`config.mk`:
```
export PLATFORM = sky130hd
export DESIGN_NAME = saw_ramp_gen
export DESIGN_NICKNAME = d
export VERILOG_FILES = /design/src/rtl/saw_pkg.sv /design/src/rtl/saw_trig_sel.sv /design/src/rtl/saw_accum.sv /design/src/rtl/saw_ramp_gen.sv
export SDC_FILE = /design/constraint.sdc
export NUM_CORES = 1
export LEC_CHECK = 0
export ABC_AREA = 1
export BUFFER_PORTS_ARGS = -buffer_cell sky130_fd_sc_hd__buf_2
export CAP_MARGIN = 10
export CORE_MARGIN = 5
export CORE_UTILIZATION = 25
export CTS_BUF_LIST = sky130_fd_sc_hd__clkbuf_8 sky130_fd_sc_hd__clkbuf_16
export CTS_CLUSTER_SIZE = 24
export DETAILED_ROUTE_END_ITERATION = 12
export PLACE_DENSITY = 0.52
export SYNTH_ARGS = -nofsm -noshare
export SYNTH_HDL_FRONTEND = slang
export SYNTH_SLANG_ARGS = --single-unit
```
`constraint.sdc`:
```
create_clock -name clk -period 3.5 [get_ports clk]
set_clock_uncertainty 0.2 [all_clocks]
set_input_delay 0.35 -clock clk [delete_from_list [all_inputs] [get_ports clk]]
set_output_delay 0.35 -clock clk [all_outputs]
set_load 0.01 [all_outputs]
```
`src/rtl/saw_pkg.sv`:
```
package saw_pkg;
  typedef enum logic {
    SRC_EXT = 1'b0,
    SRC_SW  = 1'b1
  } trig_src_e;

  localparam int unsigned STROBE_LOAD = 0;
  localparam int unsigned STROBE_ADV  = 1;
  localparam int unsigned N_STROBES   = 2;
endpackage

```
`src/rtl/saw_trig_sel.sv`:
```
module saw_trig_sel
  import saw_pkg::*;
(
  input  logic clk,
  input  logic rst,
  input  logic src_sel,
  input  logic ext_trig,
  input  logic sw_set,
  output logic sw_pend,
  output logic fire
);
  trig_src_e src;
  logic      pend_q;

  assign src = trig_src_e'(src_sel);

  // request bit latches only under software selection and lives one cycle
  always_ff @(posedge clk) begin
    if (rst) begin
      pend_q <= 1'b0;
    end else begin
      pend_q <= sw_set && (src == SRC_SW);
    end
  end

  always_comb begin
    if (src == SRC_SW) fire = pend_q;
    else               fire = ext_trig;
  end

  assign sw_pend = pend_q;
endmodule

```
`src/rtl/saw_accum.sv`:
```
module saw_accum #(
  parameter int unsigned INT_W  = 12,
  parameter int unsigned FRAC_W = 4,
  localparam int unsigned ACC_W = INT_W + FRAC_W
) (
  input  logic             clk,
  input  logic             rst,
  input  logic             load,
  input  logic             adv,
  input  logic             dir_up,
  input  logic [INT_W-1:0] start_lvl,
  input  logic [ACC_W-1:0] step_val,
  output logic [ACC_W-1:0] acc
);
  logic [ACC_W-1:0] acc_q;
  logic [ACC_W-1:0] load_word;
  logic [ACC_W-1:0] next_adv;

  generate
    if (FRAC_W > 0) begin : g_frac
      assign load_word = {start_lvl, {FRAC_W{1'b0}}};
    end else begin : g_nofrac
      assign load_word = start_lvl;
    end
  endgenerate

  // modulo-2^ACC_W arithmetic: carries and borrows out of the top are dropped
  always_comb begin
    if (dir_up) next_adv = acc_q + step_val;
    else        next_adv = acc_q - step_val;
  end

  always_ff @(posedge clk) begin
    if (rst) begin
      acc_q <= '0;
    end else if (load) begin
      acc_q <= load_word;
    end else if (adv) begin
      acc_q <= next_adv;
    end
  end

  assign acc = acc_q;
endmodule

```
`src/rtl/saw_ramp_gen.sv`:
```
module saw_ramp_gen
  import saw_pkg::*;
#(
  parameter int unsigned INT_W  = 12,
  parameter int unsigned FRAC_W = 4,
  localparam int unsigned ACC_W = INT_W + FRAC_W
) (
  input  logic             clk,
  input  logic             rst,
  input  logic [INT_W-1:0] start_lvl,
  input  logic [ACC_W-1:0] step_val,
  input  logic             dir_up,
  input  logic             load_src_sw,
  input  logic             adv_src_sw,
  input  logic             ext_load,
  input  logic             ext_adv,
  input  logic             sw_load_set,
  input  logic             sw_adv_set,
  output logic             sw_load_pend,
  output logic             sw_adv_pend,
  output logic [INT_W-1:0] ramp_out
);
  logic [N_STROBES-1:0] sel_v, ext_v, set_v, pend_v, fire_v;
  logic [ACC_W-1:0]     acc;

  assign sel_v[STROBE_LOAD] = load_src_sw;
  assign sel_v[STROBE_ADV]  = adv_src_sw;
  assign ext_v[STROBE_LOAD] = ext_load;
  assign ext_v[STROBE_ADV]  = ext_adv;
  assign set_v[STROBE_LOAD] = sw_load_set;
  assign set_v[STROBE_ADV]  = sw_adv_set;

  generate
    for (genvar s = 0; s < N_STROBES; s++) begin : g_strobe
      saw_trig_sel i_sel (
        .clk      (clk),
        .rst      (rst),
        .src_sel  (sel_v[s]),
        .ext_trig (ext_v[s]),
        .sw_set   (set_v[s]),
        .sw_pend  (pend_v[s]),
        .fire     (fire_v[s])
      );
    end
  endgenerate

  saw_accum #(.INT_W(INT_W), .FRAC_W(FRAC_W)) i_acc (
    .clk       (clk),
    .rst       (rst),
    .load      (fire_v[STROBE_LOAD]),
    .adv       (fire_v[STROBE_ADV]),
    .dir_up    (dir_up),
    .start_lvl (start_lvl),
    .step_val  (step_val),
    .acc       (acc)
  );

  assign sw_load_pend = pend_v[STROBE_LOAD];
  assign sw_adv_pend  = pend_v[STROBE_ADV];
  assign ramp_out     = acc[ACC_W-1:FRAC_W];
endmodule

```
Word level (Yosys, flattened, before mapping)

Index checks and enable logic that the tools add are counted.

Flip-flop bits (word level): 18
Bits of input ports: 37
Output and inout bits: 14
Logic and storage cells: 15

$add $sub $neg: 2
Mux-type cells: 5
Reductions and logical operators: 4

Operators by type and width:

| cell               | number |
|---|---|
| two-way mux 16 bit | 3 |
| adder 16 bit       | 1 |
| subtractor 16 bit  | 1 |
| logical AND 1 bit  | 2 |
| two-way mux 1 bit  | 2 |
| nonzero test 2 bit | 1 |
| OR reduction 2 bit | 1 |

Logic depth before layout (Yosys ltp)

Gate-level depths: netlist of the first run.

Word-level depth: 4
Mapped depth: 20
Depth with buffers taken out: 20

By module

From an unflattened synthesis of the first run, not the netlist that was laid out.

Cell total of the unflattened synthesis: 313
Area, all modules: 1959.4 µm²

Modules (own cells, without submodules):

| module       | times used | cells each | area each (µm²) | seq. area each (µm²) |
|---|---|---|---|---|
| saw_accum    | 1          | 299        | 1874.3          | 320.3 |
| saw_trig_sel | 2          | 7          | 42.5            | 20.0 |

Least setup slack after synthesis of the first run

Ideal clock, no wire load.

Path type: input -> register
Start: input step_val[0]
End: register i_acc.acc_q[15], in the netlist i_acc.acc[15]
Setup time: 136 ps
Arrival: 2157 ps
Data required time: 3164 ps
Path slack: 1007 ps
Stages: 19
Path buffers: 0
Cells stage by stage: inv_1 ha_1 nand2_1 nor2_1 nand2_1 o21ai_2 o21ai_0 xor2_1 ha_1 nand2_1 inv_1 nand2_1 nand2_1 inv_1 nand2_1 a21oi_1 nand2_1 nand3_1 a21oi_2

Word-level cells in the longest chain between the ends: 4
Elaborated cells on any way between the ends: 5
Classes of those cells: 2 x add/sub; 3 x mux

RTL lines:

| what                                              | line                             | text |
|---|---|---|
| start, declared                                   | saw_ramp_gen.sv:11               | `input logic [ACC_W-1:0] step_val,` |
| subtractor 16 bit or adder 16 bit (tied branches) | saw_accum.sv:30, saw_accum.sv:29 |  |
| two-way mux 16 bit (*)                            | saw_accum.sv:29                  | `if (dir_up) next_adv = acc_q + step_val;` |
| two-way mux 16 bit (*)                            | saw_accum.sv:38                  | `end else if (adv) begin` |
| two-way mux 16 bit (*)                            | saw_accum.sv:36                  | `end else if (load) begin` |
| end signal, assigned                              | saw_accum.sv:37                  | `acc_q <= load_word;` |
| end signal, assigned                              | saw_accum.sv:39                  | `acc_q <= next_adv;` |
| end, declared                                     | saw_accum.sv:15                  | `logic [ACC_W-1:0] acc_q;` |

Mark *: on every way between the ends. The rest lies on a longest branch, timed or not. The select of a mux whose other input is x is not followed.
A chain may end at the register's enable or synchronous reset.

Final worst setup path of the first run

Start: input step_val[0]
End: register i_acc.acc_q[13], in the netlist i_acc.acc[13]

The elaborated chain is that of the path after synthesis.

==> results of run 1 <==
## critical path, cell delays in order
cell	delay, ps
buf_2	110
inv_1	70
ha_1	170
nand2_1	50
nor2_1	110
nand2_1	110
o21ai_2	170
nand2_1	90
xor2_1	210
ha_1	360
nand2_1	90
nand2_1	70
o21bai_1	160
nor2_1	160
nand2_1	70
nand2_1	60
nand3_1	80
a21oi_2	120
## synth_stat cells, drive strengths merged, types with 2 or more instances
| cell | instances |
|---|---|
| ha | 19 |
| o21ai | 11 |
| or2 | 4 |
| nand2 | 101 |
| inv | 53 |
| buf | 17 |
| a31oi | 6 |
| xor2 | 15 |
| nor2 | 33 |
| a21oi | 19 |
| nand3 | 24 |
| a22o | 7 |
| nand3b | 4 |
| dfxtp | 18 |
| nand4 | 2 |
## report_power, final
part	total (mW)	internal, mW	switching [mW]	leakage (nW)
combinational	0.357	0.137	0.219	1.13
sequential	0.237	0.221	0.0155	0.148
clock	0.179	0.100	0.0787	0.0288
total	0.773	0.459	0.314	1.31
## worst min-delay path by stage
| stage | start | to | slack [ps] |
|---|---|---|---|
| after floorplan | rst | i_acc.acc[4] | 220 |
| after global placement | i_acc.acc[0] | i_acc.acc[0] | 270 |
| after detailed placement | i_acc.acc[0] | i_acc.acc[0] | 280 |
| after CTS | sw_adv_set | g_strobe[1].i_sel.sw_pend | 100 |
| after global routing | sw_adv_set | g_strobe[1].i_sel.sw_pend | 110 |
| final | sw_adv_set | g_strobe[1].i_sel.sw_pend | 100 |
## final cells by class
type / count / area (µm²) / area share (%)
Inverter: 53 / 204 / 8.34
Multi-Input combinational cell: 254 / 1450 / 59.1
Sequential cell: 18 / 360 / 14.7
Timing Repair Buffer: 50 / 250 / 10.2
Tap cell: 105 / 131 / 5.37
Clock buffer: 4 / 55.1 / 2.25
## registers in the layout (all words and copies together) (netlist names)
signal / flops
i_acc.acc: 16
g_strobe.i_sel.sw_pend: 2
## per-stage QoR
| step | setup slack (ps) | cell area (µm²) | cells | total power [mW] | hold WS, ps |
|---|---|---|---|---|---|
| after floorplan | 1010 | 2130 | 342 | 0.515 | 219 |
| after global placement | 604 | 2390 | 480 | 0.595 | 274 |
| after detailed placement | 629 | 2390 | 480 | 0.597 | 279 |
| after CTS | 900 | 2450 | 484 | 0.778 | 98.3 |
| after global routing | 572 | 2450 | 484 | 0.840 | 110 |
| final | 887 | 2450 | 484 | 0.773 | 96.3 |
## cell families after synthesis
kind of cell | after synthesis | synth area share [%]
DFF | 18 | 16.9
AOI/OAI and AO/OA | 48 | 15.0
adders and majority gates | 20 | 12.1
buffers and inverters | 70 | 15.3
and+or+nand+nor | 171 | 34.5
xor gates and xnor gates | 15 | 6.16
## layer usage
metal | global-route usage (%) | routed length, µm | part of all wire [%] | up-vias
met5 | 0 | 0 | 0 | -
met4 | 3.03 | 66 | 1.1 | 0
met3 | 1.09 | 141 | 2.4 | 5
met2 | 18.1 | 2480 | 43 | 41
met1 | 16.8 | 3110 | 54 | 942
li1 | - | - | - | 1155
==> flow_summary.json, run 1 <==
{
  "criticalPathCategory": "in -> reg",
  "io-pin-count": 51,
  "post_cts_buffers": 0,
  "rrSetupSlack_ps": 1280,
  "areaGrowthSynthToFinish_pct": 14.7,
  "insertion_delay_ps": 260,
  "drc": 0,
  "status": "completed",
  "timing.final.max_slew_violations": 0,
  "antenna_found_initial": 0,
  "num_rows": 33,
  "start_kind": "input pin",
  "critPathRequiredTime_ps": 3490,
  "clock_sinks": 18,
  "clock_path_buffers": 2,
  "drt-initial-drc-count": 133,
  "synth_ff_type": "dfxtp_1",
  "power_density_nw_per_um2": 316,
  "async_reset_ff_share_pct": 0,
  "grt_first_pass_wirelength_mm": 9.74,
  "arrival_ps": 2610,
  "crit_path_start": "step_val[0]",
  "grt.total_usage_pct": 11.5,
  "crit_path_end": "i_acc.acc[13]",
  "vias": 2143,
  "final_cell_mix": "nand2_1, buf_2, inv_1, nor2_1, nand3_1",
  "cp_max_fo": 7,
  "antenna_cells": 0,
  "hold_depth": 3,
  "ys_ff_latch": 18,
  "utilization_pct": 29.6,
  "syn_area_um2": 2130,
  "clkTransAtPathRegs_ps": 80,
  "cts-root-buf": "clkbuf_8",
  "setup_tns_ps": 0,
  "ys_warn_count": 0,
  "worst_pin_slew_ps": 365,
  "reg2reg_from": "i_acc.acc[0]",
  "mostFrequentLayoutCell": "nand2_1",
  "numCtsBuffers": 3,
  "syn-mean-instance-area_um2": 6.23,
  "syn_nets": 399,
  "hold_violations": 0,
  "fin_crit_sh_pct": 74.7,
  "drive_above_1_share_pct": 19.8,
  "ys_seq_area_share_pct": 16.9,
  "setup_viol": 0,
  "dr.pass1.iters": 4,
  "relSlewSlack_pct": 75.7,
  "die_area_um2": 10500,
  "wl_per_cell_um": 12.0,
  "synth_edf_count": 0,
  "die_w_um": 102,
  "yosysTopAreaCell": "nand2_1",
  "grt_start_max_net_pins": 16,
  "grt_pass1_vias": 2042,
  "fillerInstances": 957,
  "ctsHoldBuffers": 0,
  "h-tree-depth": 1,
  "worstReg2RegEnd": "i_acc.acc[10]",
  "ctsResizeCount": 0,
  "synthCells": 342,
  "rsz0062_at_grt": "no",
  "crit_path_end_kind": "register",
  "ant_nets": 0,
  "ir_drop_v": 0.000106,
  "synthDistinctLibCells": 37,
  "post-dp-hpwl_mm": 4.87,
  "io_buffers": 50,
  "die_h_um": 102,
  "final_nets": 437,
  "synth_top_area_share_pct": 17.1,
  "core-area_um2": 8260,
  "synth_area_leaders": "nand2_1, dfxtp_1, ha_1, inv_1, xor2_1",
  "wl_mm": 5.80,
  "routed_via_density": 4.43,
  "finalWeightedCongestion": 0.895,
  "hold_path.class": "in -> reg",
  "cts_tree": "built",
  "start_util_pct": 25.8,
  "r2r_cells": 12,
  "max_cap_violations": 0,
  "clock.fmax_ghz": 0.383,
  "leakagePower_nw": 1.31,
  "finalCriticalPeriod_ps": 2610,
  "overflow": 0
}
Note: power is estimated with default switching activity, not from simulation.
==> run 2, diff against run 1 <==
Settings changed: ABC_AREA 1 to 0, PLACE_DENSITY 0.52 to 0.53.
Clock period 3.5 ns to 2.44 ns, I/O delays scaled along.
==> run 2 against run 1 <==
The flow now finishes with violations (negative setup slack). Synthesized cell count shrank 28%. Wire length grew 5.9%. Clock power grew 27%. Sequential cell count is the same. Area after synthesis shrank 7.3%. Design area grew 22%. Die area shrank 6.6%. Non-clock buffer count grew 61. Count of clock-buffer cells in the layout shrank 1. Cell count shrank 8.3%. Core utilization grew 8.9 points. Global-route usage grew 1.1 points. Critical endpoint is now i_acc.acc[15].
==> flow_summary.json, run 2 <==
{
  "synth_most_common_cell": "nor2_1",
  "syn_nets": 303,
  "synth_top_area_share_pct": 18.2,
  "synthAdderAreaFrac_pct": 13.0,
  "synth_compound_area_share_pct": 28.2,
  "drt-initial-drc-count": 42,
  "ys_warn_count": 0,
  "grt_first_pass_wirelength_mm": 10.0,
  "setup_tns_ps": -195,
  "clock_path_buffers": 2,
  "grt_start_max_net_pins": 17,
  "cts_tree": "built",
  "rsz0062_at_grt": "yes",
  "vias": 2109,
  "path_cells": "buf_8, nor4_4, a21oi_1, xnor2_1, ha_1, a21oi_2, o211ai_2, a31oi_1, o21ai_1, a2111oi_2, o22ai_2",
  "dr.pass1.iters": 4,
  "synthDistinctLibCells": 51,
  "cpMaxStageDelayCell": "a2111oi_2",
  "violations": "negative setup slack",
  "finalCriticalPeriod_ps": 2510,
  "muxShareOfSynthArea_pct": 2.91,
  "wl_mm": 6.14,
  "timing.final.max_slew_violations": 0,
  "synth_edf_count": 0,
  "synth_top_family_by_area": "compound AO/OA/AOI/OAI gates",
  "final_nets": 401,
  "yosysTopAreaCell": "dfxtp_1",
  "antenna_cells": 0,
  "rrSetupSlack_ps": 160,
  "synth_area_leaders": "dfxtp_1, ha_1, nor2_1, a21oi_1, xor2_1",
  "overflow": 0,
  "io-pin-count": 51,
  "power_density_nw_per_um2": 467,
  "ir_drop_v": 0.000156,
  "routed_via_density": 4.75,
  "synth_ff_type": "dfxtp_1",
  "synthCells": 246,
  "wl_per_cell_um": 13.8,
  "die_w_um": 98.9,
  "leakagePower_nw": 1.37,
  "worst_pin_slew_ps": 403,
  "max_cap_violations": 0,
  "finalWeightedCongestion": 0.846,
  "cpPeakStageDelay_ps": 340,
  "clock.fmax_ghz": 0.399,
  "hold_path.class": "in -> reg",
  "ys_seq_area_share_pct": 18.2,
  "final_cell_mix": "buf_4, buf_2, nor2_1, dfxtp_1",
  "drive_above_1_share_pct": 45.6,
  "largest_reg_flops": 16,
  "fin_ws_ps": -65.8,
  "fillerInstances": 797,
  "criticalPathCategory": "in -> reg",
  "start_util_pct": 25.6,
  "critPathRequiredTime_ps": 2390,
  "multiInputGateArea_um2": 1660,
  "mostFrequentLayoutCell": "buf_4",
  "cp_max_fo": 4,
  "seq_area_um2": 360,
  "async_reset_ff_share_pct": 0,
  "start_kind": "input pin",
  "io_buffers": 50,
  "die_area_um2": 9790,
  "syn-mean-instance-area_um2": 8.04,
  "arrival_ps": 2450,
  "grt.total_usage_pct": 12.6,
  "clkTransAtPathRegs_ps": 80,
  "cts-root-buf": "clkbuf_8",
  "status": "complete, but fails checks",
  "ctsHoldBuffers": 0,
  "final_area_um2": 2980,
  "clock_sinks": 18,
  "antenna_found_initial": 0,
  "synth-xor-area-share_pct": 10.1,
  "drc": 0,
  "synth_common_cells": "nor2_1, a21oi_1, ha_1",
  "post_dp_cell_area_um2": 2690,
  "die_h_um": 98.9,
  "crit_path_end_kind": "register",
  "fin_crit_sh_pct": 103,
  "post-dp-hpwl_mm": 4.98,
  "num_rows": 32,
  "ant_nets": 0,
  "insertion_delay_ps": 260,
  "numCtsBuffers": 3,
  "synth-simple-area-share_pct": 20.1,
  "total_power_mw": 1.39,
  "relSlewSlack_pct": 73.0,
  "hold_violations": 0,
  "areaGrowthSynthToFinish_pct": 50.6,
  "core-area_um2": 7730,
  "grt_pass1_vias": 2117,
  "ys_ff_latch": 18,
  "syn_area_um2": 1980,
  "h-tree-depth": 1,
  "setup_viol": 6
}
## run 2: metrics by stage
stage	hold slack, ps	setup slack [ps]	instances	util [%]
after global placement	244	-377	430	34.8
after CTS	15.1	-90.9	440	36.9
after global routing	14.5	-219	444	38.5
after detailed placement	257	-423	430	34.8
after floorplan	113	-142	246	-
final	19.4	-65.8	444	38.5
## run 2: worst paths after layout
check                                    to         start  depth (start not counted)
setup / recovery              i_acc.acc[15]   step_val[5]                         11
setup reg to reg              i_acc.acc[12]  i_acc.acc[0]                          9
hold reg to reg                i_acc.acc[2]  i_acc.acc[2]                          2
hold / removal    g_strobe[0].i_sel.sw_pend   sw_load_set                          2
## run 2: kinds of logic after synthesis
logic type | count (synthesis)
AND/OR/NAND/NOR | 79
flip-flops | 18
buffers and inverters | 27
AO/OA/AOI/OAI | 75
XOR/XNOR | 22
multiplexers | 5
adder cells (fa/ha/maj) | 20
## run 2: cell type report
type                       instances  area share [%]
inverter                           9            1.72
timing repair buffer             111            24.9
clock buffer                       3            1.39
multi-input combinational        201            55.6
sequential                        18            12.1
tap                              102            4.29
## run 2: worst max-delay path, delay by kind of cell
kind / cells / cell delay [ps]
XOR/XNOR: 1 / 230
adder cells (fa/ha/maj): 1 / 320
AO/OA/AOI/OAI: 7 / 1260
buffers and inverters: 1 / 100
AND/OR/NAND/NOR: 1 / 300
## run 2: where the power goes
| group | total, mW | switching, mW | internal [mW] |
|---|---|---|---|
| Sequential | 0.355 | 0.0313 | 0.324 |
| Combinational | 0.808 | 0.393 | 0.415 |
| Clock | 0.228 | 0.118 | 0.110 |
## run 2: timing repair
action                                 CTS  global route
gates resized for setup                 12            17
endpoints found under the hold margin    0             0
setup endpoints to repair                7            10
setup buffers                            7             6
pin swaps                               14            25
## run 2: per-layer routing
metal | GRT usage, % | share of wire (%)
met2 | 19.1 | 43
met5 | 0 | 0
met4 | 4.62 | 1.7
met1 | 17.6 | 50
met3 | 2.48 | 5.0
==> run 3, diff against run 2 <==
Settings changed: ABC_CLOCK_PERIOD_IN_PS set to 2440, CORE_MARGIN 5 to 3, SYNTH_HIERARCHICAL set to 1.
==> run 3 against run 2 <==
The flow still finishes with violations (negative setup slack). Largest power group unchanged. Worst hold slack better by 7.7 ps. Clock power decreased by 2%. Setup slack got worse by 170 ps. Via count grew 3.9%. Sequential cell count did not move. Synthesized cell count unchanged. Sequential share of layout area down 1.2 points. Critical path type unchanged.
==> flow_summary.json, run 3 <==
{
  "drive_above_1_share_pct": 51.7,
  "fin_ws_ps": -233,
  "num_rows": 31,
  "overflow": 0,
  "grt.total_usage_pct": 14.2,
  "start_util_pct": 26.2,
  "worstReg2RegEnd": "i_acc/acc[14]",
  "synth_edf_count": 0,
  "relSlewSlack_pct": 75.3,
  "path_delay_family": "simple AND/OR/NAND/NOR gates",
  "die_h_um": 94.1,
  "holdWs_ps": 27.1,
  "routed_via_density": 4.82,
  "async_reset_ff_share_pct": 0,
  "antenna_cells": 0,
  "crit_path_end_kind": "register",
  "vias": 2191,
  "ys_ff_latch": 18,
  "multiInputGateArea_um2": 1890,
  "core-area_um2": 7410,
  "cp.depth": 16,
  "die_w_um": 94.1,
  "drc": 0,
  "synth_area_leaders": "dfxtp_1, ha_1, a21oi_1, xor2_1, xnor2_1",
  "post-dp-hpwl_mm": 4.72,
  "max_cap_violations": 0,
  "clock.fmax_ghz": 0.374,
  "syn-mean-instance-area_um2": 7.89,
  "hold_path.class": "in -> reg",
  "antenna_found_initial": 0,
  "largest_reg_flops": 16,
  "violations": "negative setup slack",
  "ys_seq_area_share_pct": 18.6,
  "h-tree-depth": 1,
  "synthDistinctLibCells": 52,
  "ir_drop_v": 0.000210,
  "cts_tree": "built",
  "seqPwrFrac_pct": 23.1,
  "seq_area_um2": 360,
  "arrival_ps": 2610,
  "netSwitchingPower_mw": 0.606,
  "ant_nets": 0,
  "clockPowerShare_pct": 14.4,
  "clkTransAtPathRegs_ps": 70,
  "synth_common_cells": "a21oi_1, ha_1, dfxtp_1, nor2_1",
  "leakagePower_nw": 1.49,
  "insertion_delay_ps": 260,
  "cp_max_fo": 3,
  "cpMaxStageDelayCell": "or4_1",
  "synthCells": 246,
  "areaGrowthSynthToFinish_pct": 69.7,
  "fin_crit_sh_pct": 110,
  "setup_tns_ps": -791,
  "post_dp_cell_area_um2": 2760,
  "dr.pass1.iters": 4,
  "switching_share_pct": 39.1,
  "syn_nets": 303,
  "cts-root-buf": "clkbuf_8",
  "final_nets": 415,
  "worst_pin_slew_ps": 366,
  "rrSetupSlack_ps": 70,
  "mostFrequentLayoutCell": "buf_4",
  "synth_ff_type": "dfxtp_1",
  "yosysTopAreaCell": "dfxtp_1",
  "hold_violations": 0,
  "r2r_cells": 10,
  "reg2reg_from": "i_acc/acc[0]",
  "start_kind": "input pin",
  "internal-power_mw": 0.944,
  "wl_per_cell_um": 14.3,
  "pwr-share-comb_pct": 62.5,
  "grt_pass1_vias": 2150,
  "crit_path_start": "step_val[0]",
  "timing.final.max_slew_violations": 0,
  "path_cells": "buf_12, inv_12, ha_4, nor2b_4, nand2_2, nor2_4, a21o_1, o21ai_1, xor2_1, ha_1, a211oi_2, nor2_1, or4_1, o22a_1, xnor2_2, o22ai_1",
  "syn_area_um2": 1940,
  "utilization_pct": 44.5,
  "crit_path_end": "i_acc/acc[15]",
  "final_area_um2": 3300,
  "criticalPathCategory": "in -> reg",
  "clock_sinks": 18,
  "drt-initial-drc-count": 126,
  "grt_first_pass_wirelength_mm": 10.1,
  "power_density_nw_per_um2": 470,
  "fillerInstances": 711,
  "io_buffers": 50,
  "die_area_um2": 8860,
  "critPathRequiredTime_ps": 2380,
  "grt_start_max_net_pins": 31,
  "wl_mm": 6.53,
  "setup_viol": 7,
  "finalWeightedCongestion": 0.864,
  "path_buf_inv": 2,
  "clock_path_buffers": 2,
  "ys_warn_count": 6,
  "synth_top_area_share_pct": 18.6,
  "numCtsBuffers": 3,
  "rsz0062_at_grt": "yes",
  "finalCriticalPeriod_ps": 2670,
  "final_cell_mix": "buf_4, buf_2, dfxtp_1, a21oi_1, nor2_1",
  "cpPeakStageDelay_ps": 390,
  "io-pin-count": 51,
  "ctsHoldBuffers": 0,
  "status": "complete, but fails checks",
  "synth_most_common_cell": "a21oi_1"
}
run 3: layout make-up:
type / instances / share of cell area (%)
repair buffers: 115 / 24.8
multi-input cells: 207 / 57.3
flip-flops and latches: 18 / 10.9
well taps: 99 / 3.76
clock buffers: 3 / 1.25
inverters: 13 / 2.01
run 3: metal layers:
| metal | routed length, µm | share of wire (%) | up-vias | global-route usage [%] |
|---|---|---|---|---|
| met5 | 0 | 0 | - | 0 |
| met4 | 61 | 0.93 | 0 | 3.61 |
| met3 | 233 | 3.6 | 5 | 1.84 |
| met2 | 2960 | 45 | 47 | 22.2 |
| met1 | 3270 | 50 | 1020 | 20.4 |
| li1 | - | - | 1119 | - |
run 3: worst min-delay path, delay by kind of cell:
| family | cells | cell delay (ps) |
|---|---|---|
| buf+inv | 1 | 80 |
| compound gates | 2 | 120 |
run 3: timing repair:
| action | in CTS | in global routing |
|---|---|---|
| pin swaps | 32 | 41 |
| setup endpoints to repair | 11 | 11 |
| setup buffers | 4 | 10 |
| gates resized for setup | 25 | 61 |
run 3: logic make-up (layout without fill, tap and decap cells):
family | count (synthesis) | after routing | share of synthesized area (%)
xor gates and xnor gates | 22 | 22 | 9.92
and+or+nand+nor | 87 | 87 | 24.7
muxes | 9 | 9 | 5.22
AOI/OAI and AO/OA | 69 | 69 | 24.2
adders and majority gates | 20 | 20 | 13.3
DFF | 18 | 18 | 18.6
buffers and inverters | 21 | 131 | 4.12
run 3: worst min-delay path by stage:
| stage | start | to | slack [ps] | depth (start not counted) |
|---|---|---|---|---|
| floorplan | rst | i_acc/acc[11] | 120 | 1 |
| global placement | i_acc/acc[1] | i_acc/acc[1] | 300 | 2 |
| detailed placement | start_lvl[8] | i_acc/acc[12] | 300 | 3 |
| CTS | start_lvl[8] | i_acc/acc[12] | 20 | 3 |
| global route | start_lvl[7] | i_acc/acc[11] | 30 | 3 |
| finish | start_lvl[8] | i_acc/acc[12] | 30 | 3 |
run 3: through the flow:
| step | setup slack, ps | std cells | total power, mW |
|---|---|---|---|
| finish | -233 | 455 | 1.55 |
| global route | -370 | 455 | 1.66 |
| CTS | -305 | 448 | 1.40 |
| detailed placement | -648 | 442 | 1.11 |
| global placement | -620 | 442 | 1.10 |
| floorplan | -329 | 246 | 0.801 |
run 3: power by group through the flow:
stage                     Clock, mW  Combinational, mW  Sequential (mW)
after floorplan                   0              0.437            0.364
after global placement            0              0.738            0.362
after detailed placement          0              0.745            0.361
after CTS                     0.234              0.810            0.356
after global routing          0.244               1.05            0.363
final                         0.223              0.970            0.358
